File: src/rtl/rx_len_trim.sv
module rx_len_trim #(
  parameter int          WD_LIMIT   = 2048,
  parameter int          HARD_LIMIT = 16384,
  parameter logic [15:0] TYPE_BOUND = 16'h0600,
  parameter int          HDR_BYTES  = 14,
  localparam int         CNT_W      = $clog2(HARD_LIMIT + 1)
) (
  input  logic             clk,
  input  logic             rst_n,
  input  logic             in_valid,
  input  logic [7:0]       in_data,
  input  logic             in_sof,
  input  logic             in_eof,
  input  logic             strip_en,
  input  logic             wdog_dis,
  output logic             out_valid,
  output logic [7:0]       out_data,
  output logic             out_sof,
  output logic             out_eof,
  output logic             stat_valid,
  output logic [CNT_W-1:0] stat_count,
  output logic             stat_timeout,
  output logic             stat_stripped
);

  logic             active, strip_r, hit_r, to_r;
  logic [CNT_W-1:0] idx, lim, cap, cnt;
  logic [7:0]       lt_hi;

  logic             take, trim, fwd, over, last;
  logic             strip_use, hit_cur, to_cur;
  logic [CNT_W-1:0] cur_idx, cap_use, lim_base, lim_use, cnt_cur;
  logic [15:0]      lt;
  logic [16:0]      len_lim;

  assign take      = in_valid && (in_sof || active);
  assign cur_idx   = in_sof ? '0 : idx;
  assign cap_use   = in_sof ? (wdog_dis ? CNT_W'(HARD_LIMIT) : CNT_W'(WD_LIMIT)) : cap;
  assign strip_use = in_sof ? strip_en : strip_r;
  assign hit_cur   = in_sof ? 1'b0 : hit_r;
  assign to_cur    = in_sof ? 1'b0 : to_r;
  assign cnt_cur   = in_sof ? '0 : cnt;
  assign lim_base  = in_sof ? cap_use : lim;

  assign lt      = {lt_hi, in_data};
  assign len_lim = 17'(HDR_BYTES) + {1'b0, lt};
  assign trim    = take && strip_use && (cur_idx == CNT_W'(HDR_BYTES - 1)) && (lt < TYPE_BOUND);
  assign lim_use = (trim && (len_lim < 17'(lim_base))) ? CNT_W'(len_lim) : lim_base;

  assign fwd  = take && (cur_idx < lim_use);
  assign over = take && (cur_idx >= cap_use);
  assign last = fwd && (in_eof || (cur_idx + 1'b1 == lim_use));

  always_ff @(posedge clk or negedge rst_n) begin
    if (!rst_n) begin
      active  <= 1'b0;
      idx     <= '0;
      lim     <= '0;
      cap     <= '0;
      cnt     <= '0;
      strip_r <= 1'b0;
      hit_r   <= 1'b0;
      to_r    <= 1'b0;
      lt_hi   <= '0;
    end else if (take) begin
      active  <= !in_eof;
      idx     <= (cur_idx < cap_use) ? cur_idx + 1'b1 : cur_idx;
      lim     <= lim_use;
      cap     <= cap_use;
      cnt     <= cnt_cur + CNT_W'(fwd);
      strip_r <= strip_use;
      hit_r   <= hit_cur | trim;
      to_r    <= to_cur | over;
      if (cur_idx == CNT_W'(HDR_BYTES - 2)) lt_hi <= in_data;
    end
  end

  always_ff @(posedge clk or negedge rst_n) begin
    if (!rst_n) begin
      out_valid     <= 1'b0;
      out_data      <= '0;
      out_sof       <= 1'b0;
      out_eof       <= 1'b0;
      stat_valid    <= 1'b0;
      stat_count    <= '0;
      stat_timeout  <= 1'b0;
      stat_stripped <= 1'b0;
    end else begin
      out_valid  <= fwd;
      out_data   <= in_data;
      out_sof    <= fwd && (cur_idx == '0);
      out_eof    <= last;
      stat_valid <= take && in_eof;
      if (take && in_eof) begin
        stat_count    <= cnt_cur + CNT_W'(fwd);
        stat_timeout  <= to_cur | over;
        stat_stripped <= hit_cur | trim;
      end
    end
  end

endmodule

File: config.mk
export PLATFORM = sky130hd
export DESIGN_NAME = rx_len_trim
export DESIGN_NICKNAME = d
export VERILOG_FILES = /design/src/rtl/rx_len_trim.sv
export SDC_FILE = /design/constraint.sdc
export NUM_CORES = 1
export LEC_CHECK = 0
export ABC_AREA = 0
export BUFFER_PORTS_ARGS = -buffer_cell sky130_fd_sc_hd__buf_4
export CAP_MARGIN = 20
export CORE_MARGIN = 1
export CORE_UTILIZATION = 61
export CTS_BUF_LIST = sky130_fd_sc_hd__clkbuf_16
export DETAILED_ROUTE_END_ITERATION = 8
export PLACE_DENSITY = 0.8
export RECOVER_POWER = 50
export SLEW_MARGIN = 20
export SYNTH_ARGS = -nofsm -noshare
export SYNTH_HDL_FRONTEND = slang
export SYNTH_SLANG_ARGS = --single-unit
File: constraint.sdc
create_clock -name clk -period 6.8 [get_ports clk]
set_input_delay 1.02 -clock clk [delete_from_list [all_inputs] [get_ports clk]]
set_output_delay 1.02 -clock clk [all_outputs]
set_load 0.01 [all_outputs]
== Yosys cells after proc, flatten, opt, wreduce, memory -nomap -nowiden ==
Cells that the tools add are included.
W data, S select, Z words.

* Input bits: 15
* Register bits after elaboration: 101
* Output and inout bits: 29
* Word-level logic and storage cells: 55

* Eq/ne operators: 3
* Mux-type cells: 10
* Reduce and logical (&&, ||, !) cells: 15
* $add $sub $neg: 3
* Order comparisons: 5
* Bitwise operators: 2

{| class="wikitable"
|+ Operator list
! kind !! number
|-
| $mux W15 || 7
|-
| $eq A15 B4 Y1 const B || 2
|-
| $lt A15 B15 Y1 || 2
|-
| $add A4 B16 Y17 const A || 1
|-
| $lt A17 B15 Y1 || 1
|-
| $lt A16 B11 Y1 const B || 1
|-
| $add A15 B1 Y15 || 1
|-
| $add A15 B1 Y15 const B || 1
|-
| $eq A15 B15 Y1 || 1
|-
| $ge A15 B15 Y1 || 1
|-
| $logic_not A15 Y1 || 1
|-
| $logic_and A1 B1 Y1 || 10
|-
| $mux W1 || 3
|-
| $logic_or A1 B1 Y1 || 2
|-
| $or A1 B1 Y1 || 2
|-
| $reduce_and A2 Y1 || 1
|-
| $logic_not A1 Y1 || 1
|}

== Depth between registers and ports, before layout ==
* Depth in word-level cells: 10
* Depth in mapped cells: 32
* Mapped depth without buffers: 31

== Least setup slack after synthesis ==
No wires, ideal clock.

* Path type: input -> register
* Start: input in_sof
* End: register stat_count[14]
* Data arrival time: 7.171 ns
* Buffers on the path: 7
* Data required time: 6.705 ns
* Stages: 32
* Setup time: 0.095 ns
* Slack: -0.466 ns
* Path through: clkbuf_1 -> inv_1 -> clkbuf_1 -> clkbuf_1 -> clkbuf_1 -> buf_1 -> nand2_1 -> ha_1 -> a211oi_1 -> nor2_1 -> nor3_1 -> and3_1 -> buf_6 -> clkbuf_1 -> nor2_1 -> a21oi_1 -> ha_1 -> and2_0 -> a221o_1 -> a221oi_2 -> o21ai_1 -> inv_1 -> ha_1 -> ha_1 -> and3_1 -> nand3_1 -> inv_1 -> nand3_1 -> nor2_1 -> nand3_1 -> xor2_1 -> o31ai_1

* Word-level cells in the longest chain between the ends: 10
* Elaborated cells between the ends (all ways): 18
* Classes of those cells: add/sub (1); order compare (2); eq/ne (1); mux (6); reduce/logical (8)

{| class="wikitable"
|+ Ends and longest elaborated chain
! what !! RTL line !! RTL
|-
| start: declaration || 12 || <nowiki>input logic in_sof,</nowiki>
|-
| parallel branches: the longest is 8 deep, another holds $lt A17 B15 Y1 || n/a ||
|-
| $logic_and A1 B1 Y1 * || 50 || <nowiki>assign fwd = take && (cur_idx < lim_use);</nowiki>
|-
| net fwd || 30 || <nowiki>logic take, trim, fwd, over, last;</nowiki>
|-
| $add A15 B1 Y15 * || 95 || <nowiki>stat_count <= cnt_cur + CNT_W'(fwd);</nowiki>
|-
| end signal: assignment || 95 ||
|-
| end: declaration || 21 || <nowiki>output logic [CNT_W-1:0] stat_count,</nowiki>
|}

Mark *: on every way through the listed nets, which the timed path passes.
A chain may end at the register's enable or synchronous reset.

== Worst setup path in the final report ==
* Start: input in_data[1]
* End: register stat_count[14]

* Word-level cells in the longest chain between the ends: 7
* Elaborated cells between the ends (all ways): 9
* Classes of those cells: add/sub (2); order compare (3); mux (1); reduce/logical (3)

{| class="wikitable"
|+ Ends and longest elaborated chain
! what !! RTL line !! RTL
|-
| start: declaration || 11 || <nowiki>input logic [7:0] in_data,</nowiki>
|-
| $add A4 B16 Y17 / $lt A16 B11 Y1 (equally long branches) || 46, 47 ||
|-
| $lt A17 B15 Y1 / $logic_and A1 B1 Y1 (equally long branches) || 48, 47 ||
|-
| $logic_and A1 B1 Y1 || 48 || <nowiki>assign lim_use = (trim && (len_lim < 17'(lim_base))) ? CNT_W'(len_lim) : lim_base;</nowiki>
|-
| $mux W15 * || 48 ||
|-
| $lt A15 B15 Y1 * || 50 ||
|-
| $logic_and A1 B1 Y1 * || 50 ||
|-
| net fwd || 30 ||
|-
| $add A15 B1 Y15 * || 95 ||
|}

Mark *: on every way through the listed nets, which the timed path passes. The rest lies on a longest branch.

==> results.md <==
* Gr busiest metal: met2
* Most frequently used flop master after synthesis: sky130_fd_sc_hd__dfrtp_1
* Number of optimization iterations in the first detailed-route pass at 6
* WHS at 0.4753 ns
* Final hold violations at 0
* Min Clock Period, post-route at 6.457 ns
* Via count of the first global-routing pass at 5467
* Total Power at 1372 uW
* Placement-stage cell area at 0.006894 mm2
* Share of layout cells above drive strength 1 at 9.733%
* Hold buffers post-CTS at 0
* CTS H-tree lvls at 3
* Number of cell rows at 36
* Delay of the slowest critical-path stage at 0.41 ns
* Sequential share of power at 47.8%
* Lkg Pwr at 0.003184 uW
* Chip height at 104.1 um
* Number of violations reported at the end of detailed-routing iteration 0 at 478
* Cell chosen for the clock root: sky130_fd_sc_hd__clkbuf_16
* Register clock-pin slew on the reported worst setup and hold paths at 0.06 ns
* DIE AREA at 0.01083 mm2
* Sum of overflow across all layers after global routing at 0
* Slew at the pin closest to its max-slew limit at 2.889 ns
* Relative slew margins at -92.61%
* CTS tree: yes
* Count of final setup violators at 0
* Largest driver fanout on the critical path at 7
* Arrival time of data at the critical path endpoint at 6.71 ns
* Area of combinational cells with multiple inputs at 0.003655 mm2
* Post-synthesis sequential area ratio at 39.76%
* Maximum frequency from static timing analysis at 154.9 MHz
* Average wire per standard cell at 18.61 um
* Flip-flop and latch count after synthesis at 101
* IO buf count at 43
* Data required time at the worst endpoint at 7.05 ns
* Total vias in the final route at 5484
* Most used cell, CP: sky130_fd_sc_hd__ha_1
* Number of warnings issued by yosys at 0
* GRT met1 Usage at 40.82%
* Clk pwr share at 33.0%
* Final Routed Wirelength at 16.43 mm
* CP endpoint kind: register
* Routed vias/inst at 6.211
* RSZ-0062 raised after global routing: false
* Fin crit share at 94.96%
* Starting density of the core at 63.86%
* P&R area growth vs syn at 11.04%
* Source-to-sink clock delay at the later pin of the worst-skew pair at 0.36 ns
* Status: complete, but fails checks
* Met3 capacity usage during global routing at 7.895%
* Cells after synthesis at 699
* Pin count of the biggest net entering global routing at 57
* Cell area after layout at 0.007059 mm2
* Total power divided by cell area at 194.3 mW/mm2
* Worst hold-check path type: register to register
* Detailed placement HPWL at 11.91 mm
* Worst clock skew at 0.01098 ns
* Clock Path Buffers at 2
* Post-Synthesis Mean Instance Area at 9.095 um2
* DP Cell Count at 867
* Crit start category: input port
* Place WS at -0.1817 ns
* Core box area at 0.009955 mm2
* Failing checks: capacitance limit, slew limit
* Maxcap violations at 2
* Share of synthesized flip-flops with an asynchronous set or reset at 100.0%
* Fill cell count at 791
* Proportion of total power due to net switching at 29.67%
* Number of enable-type register cells in the synthesized netlist at 0
* Type of the worst setup path: input port to register
* Cell Count, Final, Fillers Out at 883
* Antenna violations before repair at 0
* Internal power contribution at 964.9 uW
* Final nets at 806
* Number of buffers created by CTS at 9
* Width of the die at 104.1 um
* Antenna diode count at 0
* Critical-path top delay cell: sky130_fd_sc_hd__a2111oi_4
* Post-Synthesis Net Count at 759
* Placer Congestion at 0.9628
* Setup ws final at 0.3425 ns
* Count of boundary I/O pins at 44
* Register area at 0.002527 mm2
* Maximum VDD drop at 0.0001804 V
* Wire length of the first global-routing pass at 27.28 mm
* Total DRC errors in the routed layout at 0
* Number of different library cells in the post-synthesis netlist at 58
* Met2 usage in global routing at 53.00%
* Sink Count at 101
* Global router's overall resource usage at 32.34%
* Total net switching power at 407.0 uW
* Fraction of power consumed by combinational cells at 19.2%
* Final Max Slew Viols at 104
* Residual antenna-violating net count after detailed routing at 0
* Netlist area before placement at 0.006357 mm2
-- power by group through the flow --
| stage | sequential (uW) | clock (uW) | combinational, uW |
|---|---|---|---|
| 5_1_grt | 659 | 485 | 292 |
| 3_5_place_dp | 666 | 0 | 268 |
| 2_1_floorplan | 663 | 0 | 168 |
| 3_3_place_gp | 664 | 0 | 260 |
| 6_report | 655 | 453 | 264 |
| 4_1_cts | 655 | 460 | 270 |
-- sequential cells by signal, summed over array words and instances, names as in the netlist, 8 cells and up --
signal      cells
cnt            15
out_data        8
stat_count     15
idx            15
lt_hi           8
cap            15
lim            15
-- cells in the mapped netlist, types with 5 or more instances --
master / count / share of area (%)
sky130_fd_sc_hd__dfrtp_1: 101 / 40
sky130_fd_sc_hd__a31oi_1: 5 / 0.49
sky130_fd_sc_hd__xnor2_1: 27 / 3.7
sky130_fd_sc_hd__and3_1: 8 / 0.79
sky130_fd_sc_hd__nand2b_1: 7 / 0.69
sky130_fd_sc_hd__o211ai_1: 6 / 0.71
sky130_fd_sc_hd__a21oi_1: 25 / 2.0
sky130_fd_sc_hd__a21o_1: 7 / 0.83
sky130_fd_sc_hd__xor2_1: 17 / 2.3
sky130_fd_sc_hd__clkbuf_1: 21 / 1.2
sky130_fd_sc_hd__o21a_1: 7 / 0.83
sky130_fd_sc_hd__ha_1: 45 / 8.9
sky130_fd_sc_hd__nor3_1: 16 / 1.3
sky130_fd_sc_hd__nor2b_1: 26 / 2.6
sky130_fd_sc_hd__mux2i_1: 21 / 3.3
sky130_fd_sc_hd__nand3_1: 22 / 1.7
sky130_fd_sc_hd__and2_1: 17 / 1.7
sky130_fd_sc_hd__nand2_1: 115 / 6.8
sky130_fd_sc_hd__o21ai_0: 48 / 3.8
sky130_fd_sc_hd__inv_1: 23 / 1.4
sky130_fd_sc_hd__nor2_1: 31 / 1.8
sky130_fd_sc_hd__nand4_1: 13 / 1.3
sky130_fd_sc_hd__nor4_1: 12 / 1.2
sky130_fd_sc_hd__mux2_2: 15 / 2.7
sky130_fd_sc_hd__o31ai_1: 7 / 0.83
sky130_fd_sc_hd__a22o_1: 5 / 0.69
-- metal layers --
| metal | up-vias | wire [um] | share of wire [%] |
|---|---|---|---|
| li1 | 2568 | - | - |
| met1 | 2619 | 6751 | 41 |
| met2 | 242 | 7865 | 48 |
| met3 | 55 | 1234 | 7.5 |
| met4 | 0 | 579 | 3.5 |
| met5 | - | 0 | 0 |
-- final timing paths --
kind,slack (ns),cells past startpoint,startpoint,end
hold / removal,0.48,1,cap[0]$_DFFE_PN0P_,cap[0]$_DFFE_PN0P_
setup reg to reg,0.80,28,lt_hi[1]$_DFFE_PN0P_,stat_count[14]$_DFFE_PN0P_
max in group asynchronous,1.67,2,rst_n,cap[11]$_DFFE_PN0P_
min in group asynchronous,1.43,1,rst_n,out_data[3]$_DFF_PN0_
hold reg to reg,0.48,1,cap[0]$_DFFE_PN0P_,cap[0]$_DFFE_PN0P_
setup / recovery,0.34,29,in_data[1],stat_count[14]$_DFFE_PN0P_
-- placed cells by master, fill, tap and decap left out, types with 17 or more instances in the layout --
master                       n
sky130_fd_sc_hd__a21oi_1    25
sky130_fd_sc_hd__and2_1     17
sky130_fd_sc_hd__buf_4      34
sky130_fd_sc_hd__clkbuf_1   32
sky130_fd_sc_hd__dfrtp_1   101
sky130_fd_sc_hd__ha_1       45
sky130_fd_sc_hd__inv_1      25
sky130_fd_sc_hd__mux2i_1    21
sky130_fd_sc_hd__nand2_1   115
sky130_fd_sc_hd__nand3_1    22
sky130_fd_sc_hd__nor2_1     30
sky130_fd_sc_hd__nor2b_1    25
sky130_fd_sc_hd__o21ai_0    47
sky130_fd_sc_hd__xnor2_1    27
-- cell type report --
| class | instances | area share (%) |
|---|---|---|
| multi-input combinational | 545 | 51.77 |
| sequential | 101 | 35.80 |
| timing repair buffer | 66 | 5.317 |
| clock buffer | 9 | 3.190 |
| tap | 133 | 2.357 |
| inverter | 23 | 1.223 |
| clock inverter | 6 | 0.3368 |
-- metrics by stage --
step / TNS (ns) / utilization [%]
after floorplan: 0 / -
after global placement: 0 / 69.26
after detailed placement: -0.2994 / 69.26
after CTS: 0 / 71.76
after global routing: 0 / 70.91
final: 0 / 70.91
-- cells by family after synthesis --
kind of cell / after synthesis / synth area share [%]
compound gates: 139 / 14.39
xor+xnor: 44 / 6.062
fa+ha+maj: 46 / 9.014
buf+inv: 53 / 3.464
flops: 101 / 39.76
mux: 36 / 5.963
simple gates: 280 / 21.35
-- what timing repair did --
| item | CTS | global route |
|---|---|---|
| gates resized for setup | 0 | 7 |
| endpoints found under the setup margin | 0 | 7 |
| hold endpoints to repair | 0 | 0 |
| buffers inserted | 0 | 1 |
-- worst max-delay path, delay by kind of cell --
| kind | cells | cell delay, ns |
|---|---|---|
| AOI/OAI and AO/OA | 7 | 1.68 |
| xor gates and xnor gates | 2 | 0.52 |
| adders and majority gates | 5 | 1.25 |
| buffers and inverters | 4 | 0.38 |
| and+or+nand+nor | 11 | 1.84 |
Note: power is estimated with default switching activity, not from simulation.
